File: src/rtl/wdt_pkg.sv
package wdt_pkg;
  localparam int FLAG_W = 5;

  typedef struct packed {
    logic sleep;
    logic en;
    logic kick;
    logic win_hi;
    logic win_lo;
  } wdt_flags_t;
endpackage

File: src/rtl/wdt_flag_ctl.sv
module wdt_flag_ctl
  import wdt_pkg::*;
(
  input  logic       clk_i,
  input  logic       rst_ni,
  input  logic       we_i,
  input  wdt_flags_t wdata_i,
  input  logic       int_rst_i,
  input  logic       prog_ctl_wr_i,
  input  logic       cnt_clr_i,
  output wdt_flags_t flags_o,
  output logic       sleep_evt_o
);
  logic en_q, kick_q, win_hi_q, win_lo_q;
  logic en_d, kick_d, win_hi_d, win_lo_d;
  logic force_en, win_open;

  assign sleep_evt_o = we_i & wdata_i.sleep;
  assign force_en    = int_rst_i | sleep_evt_o | prog_ctl_wr_i;
  assign win_open    = win_hi_q & ~win_lo_q;

  always_comb begin
    en_d = en_q;
    if (force_en)                en_d = 1'b1;
    else if (we_i && win_open)   en_d = wdata_i.en;

    kick_d = kick_q;
    if (int_rst_i)               kick_d = 1'b0;
    else if (we_i && wdata_i.kick) kick_d = 1'b1;
    else if (cnt_clr_i)          kick_d = 1'b0;

    win_hi_d = win_hi_q;
    win_lo_d = win_lo_q;
    if (int_rst_i) begin
      win_hi_d = 1'b0;
      win_lo_d = 1'b0;
    end else if (we_i) begin
      win_hi_d = wdata_i.win_hi;
      win_lo_d = wdata_i.win_lo;
    end
  end

  always_ff @(posedge clk_i or negedge rst_ni) begin
    if (!rst_ni) begin
      en_q     <= 1'b1;
      kick_q   <= 1'b0;
      win_hi_q <= 1'b0;
      win_lo_q <= 1'b0;
    end else begin
      en_q     <= en_d;
      kick_q   <= kick_d;
      win_hi_q <= win_hi_d;
      win_lo_q <= win_lo_d;
    end
  end

  assign flags_o = '{sleep: 1'b0, en: en_q, kick: kick_q,
                     win_hi: win_hi_q, win_lo: win_lo_q};

  p_window_lock_r6: assert property (@(posedge clk_i) disable iff (!rst_ni)
    (!win_open && !force_en) |=> (en_q == $past(en_q)));

  p_force_set_r7: assert property (@(posedge clk_i) disable iff (!rst_ni)
    force_en |=> en_q);

  p_kick_autoclear_r2: assert property (@(posedge clk_i) disable iff (!rst_ni)
    (kick_q && cnt_clr_i && !(we_i && wdata_i.kick)) |=> !kick_q);
endmodule

File: src/rtl/wdt_counter.sv
module wdt_counter #(
  parameter int CNT_W = 17
) (
  input  logic clk_i,
  input  logic rst_ni,
  input  logic en_i,
  input  logic stop_i,
  input  logic clr_i,
  output logic ovf_o
);
  logic [CNT_W-1:0] cnt_q;
  logic             ovf_q;
  logic             run, at_max;

  assign run    = en_i & ~stop_i;
  assign at_max = &cnt_q;

  always_ff @(posedge clk_i or negedge rst_ni) begin
    if (!rst_ni) begin
      cnt_q <= '0;
      ovf_q <= 1'b0;
    end else if (clr_i) begin
      cnt_q <= '0;
      ovf_q <= 1'b0;
    end else if (run) begin
      cnt_q <= cnt_q + 1'b1;
      ovf_q <= at_max;
    end else begin
      ovf_q <= 1'b0;
    end
  end

  assign ovf_o = ovf_q;

  p_pulse_single_r1: assert property (@(posedge clk_i) disable iff (!rst_ni)
    ovf_q |=> !ovf_q);

  p_wrap_zero_r1: assert property (@(posedge clk_i) disable iff (!rst_ni)
    ovf_q |-> (cnt_q == '0));

  p_clear_zero_r3: assert property (@(posedge clk_i) disable iff (!rst_ni)
    clr_i |=> (cnt_q == '0));

  p_stop_hold_r4: assert property (@(posedge clk_i) disable iff (!rst_ni)
    (stop_i && !clr_i) |=> (cnt_q == $past(cnt_q) && !ovf_q));

  p_off_hold_r5: assert property (@(posedge clk_i) disable iff (!rst_ni)
    (!en_i && !clr_i) |=> (cnt_q == $past(cnt_q)));

  p_clear_beats_ovf_r9: assert property (@(posedge clk_i) disable iff (!rst_ni)
    clr_i |=> !ovf_q);
endmodule

File: src/rtl/wdt_guard.sv
module wdt_guard
  import wdt_pkg::*;
#(
  parameter int CNT_W = 17
) (
  input  logic              clk_i,
  input  logic              rst_ni,
  input  logic              flag_we_i,
  input  logic [FLAG_W-1:0] flag_wdata_i,
  input  logic              int_rst_i,
  input  logic              prog_start_i,
  input  logic              prog_ctl_wr_i,
  input  logic              stop_mode_i,
  output logic [FLAG_W-1:0] flag_q_o,
  output logic              rst_req_o
);
  wdt_flags_t wdata, flags;
  logic       sleep_evt, cnt_clr;

  assign wdata = wdt_flags_t'(flag_wdata_i);
  // every restart source, kick included, funnels into one clear
  assign cnt_clr = int_rst_i | sleep_evt | prog_start_i | flags.kick;

  wdt_flag_ctl u_flags (
    .clk_i        (clk_i),
    .rst_ni       (rst_ni),
    .we_i         (flag_we_i),
    .wdata_i      (wdata),
    .int_rst_i    (int_rst_i),
    .prog_ctl_wr_i(prog_ctl_wr_i),
    .cnt_clr_i    (cnt_clr),
    .flags_o      (flags),
    .sleep_evt_o  (sleep_evt)
  );

  wdt_counter #(.CNT_W(CNT_W)) u_cnt (
    .clk_i (clk_i),
    .rst_ni(rst_ni),
    .en_i  (flags.en),
    .stop_i(stop_mode_i),
    .clr_i (cnt_clr),
    .ovf_o (rst_req_o)
  );

  assign flag_q_o = flags;

  p_sleep_reads_zero_r7: assert property (@(posedge clk_i) disable iff (!rst_ni)
    1'b1 |-> !flag_q_o[4]);
endmodule

File: config.mk
export PLATFORM = sky130hd
export DESIGN_NAME = wdt_guard
export DESIGN_NICKNAME = d
export VERILOG_FILES = /design/src/rtl/wdt_pkg.sv /design/src/rtl/wdt_flag_ctl.sv /design/src/rtl/wdt_counter.sv /design/src/rtl/wdt_guard.sv
export SDC_FILE = /design/constraint.sdc
export NUM_CORES = 1
export LEC_CHECK = 0
export BUFFER_PORTS_ARGS = -buffer_cell sky130_fd_sc_hd__buf_2
export CAP_MARGIN = 20
export CORE_MARGIN = 3
export CORE_UTILIZATION = 55
export CTS_CLUSTER_SIZE = 12
export DETAILED_ROUTE_END_ITERATION = 7
export PLACE_DENSITY_LB_ADDON = 0.2
export SLEW_MARGIN = 30
export SYNTH_ARGS = -nofsm -noshare
export SYNTH_HDL_FRONTEND = slang
export SYNTH_SLANG_ARGS = --single-unit
export TNS_END_PERCENT = 1
File: constraint.sdc
create_clock -name clk_i -period 1.8 [get_ports clk_i]
set_input_delay 0.36 -clock clk_i [delete_from_list [all_inputs] [get_ports clk_i]]
set_output_delay 0.36 -clock clk_i [all_outputs]
set_load 0.03 [all_outputs]
-- Word level (Yosys, flattened, before mapping)
Index checks and enable logic that the tools add are counted.
- register bits: 22
- bits of input ports: 12
- output and inout port bits: 6
- word-level logic and storage cells: 36
- $add $sub $neg: 1
- multiplexer cells: 13
- bitwise gates (word level): 9
- reductions and logical operators: 7
- operators by type and width (cell ; number):
    2-to-1 mux 17 bit ; 2
    adder 17 x 1 -> 17 bit, second input constant ; 1
    AND reduction 17 bit ; 1
    2-to-1 mux 1 bit ; 11
    nonzero test 2 bit ; 3
    OR 1 bit ; 4
    AND 1 bit ; 3
    nonzero test 3 bit ; 1
    logical AND 1 bit ; 2
    NOT 1 bit ; 2

-- Depth between registers and ports, before layout
- word-level depth: 7
- gate-level depth with buffers: 7
- depth with buffers taken out: 6

-- Modules after synthesis
Synthesis repeated with hierarchy kept, for this count alone.
- cell total of the unflattened synthesis: 113
- area, all modules: 1166.1 um^2
- modules (own cells, without submodules) (module ; times used ; cells each ; area each (um^2) ; seq. area each (um^2)):
    wdt_counter ; 1 ; 89 ; 918.4 ; 450.4
    wdt_flag_ctl ; 1 ; 23 ; 240.2 ; 101.3
    wdt_guard ; 1 ; 1 ; 7.5 ; 0.0

-- Least setup slack after synthesis
Ideal clock, no wire load.
- kind: register to register
- start point: reg u_cnt.cnt_q[4]
- end point: reg u_cnt.cnt_q[16]
- library setup time: 0.121 ns
- arrival time: 1.370 ns
- data required time: 1.679 ns
- setup slack: 0.309 ns
- cell stages (with the launch flop): 8
- path buffers: 1
- clock period less this slack: 1.491 ns
- cells stage by stage: dfrtp_1 and4_1 buf_6 nand2_1 nor3_1 ha_1 mux2i_1 nor2_1
- word-level cells in the longest chain between the ends: 3
- RTL lines (element ; RTL line ; RTL):
    start: declaration ; wdt_counter.sv:11 ; logic [CNT_W-1:0] cnt_q;
    start signal: assignment ; wdt_counter.sv:26 ; cnt_q <= cnt_q + 1'b1;
    adder 17 x 1 -> 17 bit ; wdt_counter.sv:26 ;
    2-to-1 mux 17 bit ; wdt_counter.sv:25 ; end else if (run) begin
    2-to-1 mux 17 bit ; wdt_counter.sv:22 ; end else if (clr_i) begin
Every way passes these cells. The select of a mux whose other input is x is not followed.
A chain may end at the register's enable or synchronous reset.

-- Final worst setup path
- start point: reg u_flags.en_q
- end point: reg u_cnt.cnt_q[14]
- word-level cells in the longest chain between the ends: 2
- RTL lines (element ; RTL line ; RTL):
    start: declaration ; wdt_flag_ctl.sv:14 ; logic en_q, kick_q, win_hi_q, win_lo_q;
    start signal: assignment ; wdt_flag_ctl.sv:50 ; en_q <= en_d;
    AND 1 bit ; wdt_counter.sv:15 ; assign run = en_i & ~stop_i;
    nonzero test 2 bit (no line) ; -- ;
Every way passes these cells.

==> run summary <==
The number of distinct library cell variants in the gate-level netlist after synthesis came out at 30. The critical path goes through and4b_1 -> nand4_1 -> or3_1 -> a21oi_1. The post-synthesis instance area is 1160 um^2. The overall die height came out at 52.0 um. The internal reg-to-reg setup slack came out at 0.16 ns.

The synthesis-stage register bit count came out at 22. The count of final hold-check violations came out at 15. The critical path capture point type is a flop. In the final layout, the multi-input gates occupy 515 um^2. The critical path is of the reg -> reg type. The wire length of the first global-routing pass is 3440 um. The critical path data arrival time is 1.87 ns.

The count of antenna-violating nets left after detailed routing came out at 0. The final layout net count is 141. Between clock sinks in the finished design, the worst skew comes to 0.00222 ns. The number of antenna violations at the first check in global routing is 0. The maximum number of pins on one net before global-route repair came out at 23. In this run, post-CTS repair resized a total of 0 instances.

The number of DRC violations after detailed-routing iteration 0 came out at 6. The per-cell via count in the routed design is 5.47. The worst voltage drop across the vdd grid is 0.488 mV. The global-route usage over all layers came out at 17.1%. The power density over the cells is 659 nW/um^2. The worst setup timing slack at the placement stage is 0.182 ns. Cells with a size suffix above 1 make up 23.0% of the layout.

The clock network latency to the later pin of the worst-skew pair is 0.30 ns. The total number of placement rows came out at 16. The post-detailed-routing wire length is 2010 um.

The worst-case setup margin in the final layout came out at 0.156 ns. The total grt overflow is 0. In the final layout, flip-flops and latches occupy 552 um^2. The critical path startpoint category is a flop. Summed over all instances, the cell type with the most area after synthesis is sky130_fd_sc_hd__dfrtp_1. The reported max-cap violation count came out at 0. The number of clock buffers added by TritonCTS is 3.

In this run the biggest area consumer among cell types represents 45.2% of the synthesized area. The post-synth net total is 127. The maximum number of buffers from clock root to sink is 2.

Setup repair after global routing left no endpoint under its margin. The clock tree from TritonCTS is done. Along the worst path, the maximum fanout reaches 5. After clock tree synthesis, the clock-pin slew on the worst setup and hold paths is 0.12 ns. The headroom to the max-slew limit came out at 62.2%. The count of port buffers added during placement is 16. The worst-case reg-to-reg path depth came out at 4. The half-perimeter wire length of the detailed placement result came out at 1510 um. The analysis attributes to cell leakage a power of 0.600 nW. The instance count of the mapped netlist came out at 113. The flow ran to the end, but the final reports show violations. The die width is 52.0 um. The final critical delay including setup and external delays came out at 1.64 ns. The initial core utilization is 58.6%. The cell with the largest stage delay on the worst path is sky130_fd_sc_hd__dfstp_2. In this run the standard cell core region covers 1980 um^2. The achievable clock frequency is 0.608 GHz. The mean cell area of the mapped netlist came out at 10.3 um^2. By area the synthesized netlist is led by sky130_fd_sc_hd__dfrtp_1, sky130_fd_sc_hd__xor2_1, sky130_fd_sc_hd__nor2_1. The buffers inserted during post-CTS setup optimization is 0. The number of primary I/O pins is 18. The die covers 2700 um^2. The final clock period utilization by the worst path came out at 91.3%. Clock tree synthesis selected as its root buffer the cell sky130_fd_sc_hd__clkbuf_4. At the end of routability-driven placement, the weighted congestion stood at 0.759. The final-report max-slew violation count came out at 0. The final reports fail on negative hold slack.

The slew of the pin with the lowest slew margin came out at 0.567 ns. Adding up every negative setup slack in the final design gives 0 ns. After detailed routing, the number of remaining DRC violations is 0. On the final layout, the worst hold slack is -0.00705 ns. The via count is 837. The number of sinks driven by the clock tree came out at 22.

The count of antenna diodes in the layout is 0. The min-delay analysis places its worst path in the category in -> async. Data on the critical path is required at its endpoint by 2.02 ns. The H-tree depth is 1. The number of global-route vias before repair came out at 840. The layout overhead on the synthesized area came out at 8.29%. The fraction of the yosys area taken by sequential cells came out at 47.5%. The Yosys warning count came out at 0.

The cts-stage hold buffer count came out at 0. The count of fill cells added during filler insertion came out at 157. The pre-antenna-repair detailed-routing pass consisted of 4 iterations. The final setup violation count is 0. The average wire per standard cell is 13.1 um. The worst stage delay on the critical path came out at 0.56 ns.
==> critical path: cells and delay by family, from the launching register on <==
family	cells	cell delay, ns
AND/OR/NAND/NOR	3	0.85
AO/OA/AOI/OAI	1	0.16
flip-flops	1	0.56
==> through the flow <==
step           total power, mW  utilization [%]  area [um^2]  instances  hold WS (ns)
2_1_floorplan            0.553                -         1160        113        0.0644
3_3_place_gp             0.573             61.7         1220        149         0.343
3_5_place_dp             0.576             61.7         1220        149         0.346
4_1_cts                  0.839             63.5         1260        153       0.00476
5_1_grt                  0.865             63.5         1260        153        0.0107
6_report                 0.829             63.5         1260        153      -0.00705
==> metal layers <==
metal	routed length [um]	track usage [%]
met5	0	0
met4	10	7.86
met3	40	3.44
met1	914	19.3
met2	1040	30.5
==> layout by cell type (no fill, tap or decap), types with 2 or more instances in the layout <==
| cell | instances |
|---|---|
| sky130_fd_sc_hd__or3_1 | 5 |
| sky130_fd_sc_hd__and4_1 | 2 |
| sky130_fd_sc_hd__o21ai_0 | 5 |
| sky130_fd_sc_hd__nand2_1 | 7 |
| sky130_fd_sc_hd__ha_1 | 2 |
| sky130_fd_sc_hd__buf_4 | 5 |
| sky130_fd_sc_hd__clkbuf_4 | 3 |
| sky130_fd_sc_hd__mux2i_1 | 5 |
| sky130_fd_sc_hd__a21oi_1 | 5 |
| sky130_fd_sc_hd__nand4_4 | 2 |
| sky130_fd_sc_hd__nand3_1 | 6 |
| sky130_fd_sc_hd__nand4_1 | 4 |
| sky130_fd_sc_hd__dfrtp_1 | 21 |
| sky130_fd_sc_hd__nor2_1 | 15 |
| sky130_fd_sc_hd__buf_2 | 16 |
| sky130_fd_sc_hd__xor2_1 | 9 |
==> kinds of logic after synthesis <==
group,after synthesis,synth area share [%]
flops,22,47.5
fa+ha+maj,2,2.15
xor+xnor,10,7.54
simple gates,48,24.1
compound gates,12,5.92
buf+inv,13,8.18
other cells,1,0.323
mux,5,4.31
==> registers in the layout (all words and copies together), names as in the netlist <==
| register | cells |
|---|---|
| u_flags.en_q | 1 |
| u_cnt.cnt_q | 17 |
| u_flags.win_hi_q | 1 |
| u_flags.kick_q | 1 |
| u_flags.win_lo_q | 1 |
| u_cnt.ovf_o | 1 |
==> synthesized netlist by cell type <==
| library cell | n |
|---|---|
| sky130_fd_sc_hd__conb_1 | 1 |
| sky130_fd_sc_hd__a211oi_1 | 1 |
| sky130_fd_sc_hd__a21oi_1 | 5 |
| sky130_fd_sc_hd__buf_4 | 6 |
| sky130_fd_sc_hd__and4_1 | 2 |
| sky130_fd_sc_hd__buf_2 | 1 |
| sky130_fd_sc_hd__and3_1 | 1 |
| sky130_fd_sc_hd__nor2_1 | 15 |
| sky130_fd_sc_hd__nor3_1 | 1 |
| sky130_fd_sc_hd__nand2_1 | 7 |
| sky130_fd_sc_hd__mux2i_1 | 5 |
| sky130_fd_sc_hd__nand3b_1 | 1 |
| sky130_fd_sc_hd__nor2b_1 | 1 |
| sky130_fd_sc_hd__and3b_1 | 1 |
| sky130_fd_sc_hd__dfrtp_1 | 21 |
| sky130_fd_sc_hd__buf_6 | 3 |
| sky130_fd_sc_hd__nand4_4 | 2 |
| sky130_fd_sc_hd__inv_1 | 1 |
| sky130_fd_sc_hd__ha_1 | 2 |
| sky130_fd_sc_hd__xor2_1 | 9 |
| sky130_fd_sc_hd__o21ai_0 | 5 |
| sky130_fd_sc_hd__clkbuf_1 | 2 |
| sky130_fd_sc_hd__nand4_1 | 4 |
| sky130_fd_sc_hd__nand3_1 | 6 |
| sky130_fd_sc_hd__or3_1 | 5 |
| sky130_fd_sc_hd__dfstp_2 | 1 |
| sky130_fd_sc_hd__and4b_1 | 1 |
| sky130_fd_sc_hd__xnor2_1 | 1 |
| sky130_fd_sc_hd__and2_2 | 1 |
| sky130_fd_sc_hd__a2111o_1 | 1 |
==> power breakdown <==
group	leakage, nW	internal (mW)	switching [mW]
registers	0.302	0.499	0.00343
clock network	0.0210	0.123	0.141
logic	0.278	0.0219	0.0408
total	0.600	0.644	0.185
==> final timing paths <==
kind	end	start
min in group clk_i	u_flags.en_q$_DFFE_PN1P_	prog_ctl_wr_i
max in group asynchronous	u_flags.en_q$_DFFE_PN1P_	rst_ni
worst min-delay path	u_cnt.ovf_o$_DFF_PN0_	rst_ni
worst min register to register	u_cnt.cnt_q[7]$_DFFE_PN0P_	u_cnt.cnt_q[7]$_DFFE_PN0P_
worst max-delay path	u_cnt.cnt_q[14]$_DFFE_PN0P_	u_flags.en_q$_DFFE_PN1P_
worst max register to register	u_cnt.cnt_q[14]$_DFFE_PN0P_	u_flags.en_q$_DFFE_PN1P_
==> final cells by class <==
cell class / count / area share (%)
sequential: 22 / 43.8
timing repair buffer: 21 / 9.34
inverter: 1 / 0.298
tap: 27 / 2.68
clock buffer: 4 / 2.88
multi-input combinational: 78 / 41.0
Note: power is estimated with default switching activity, not from simulation.
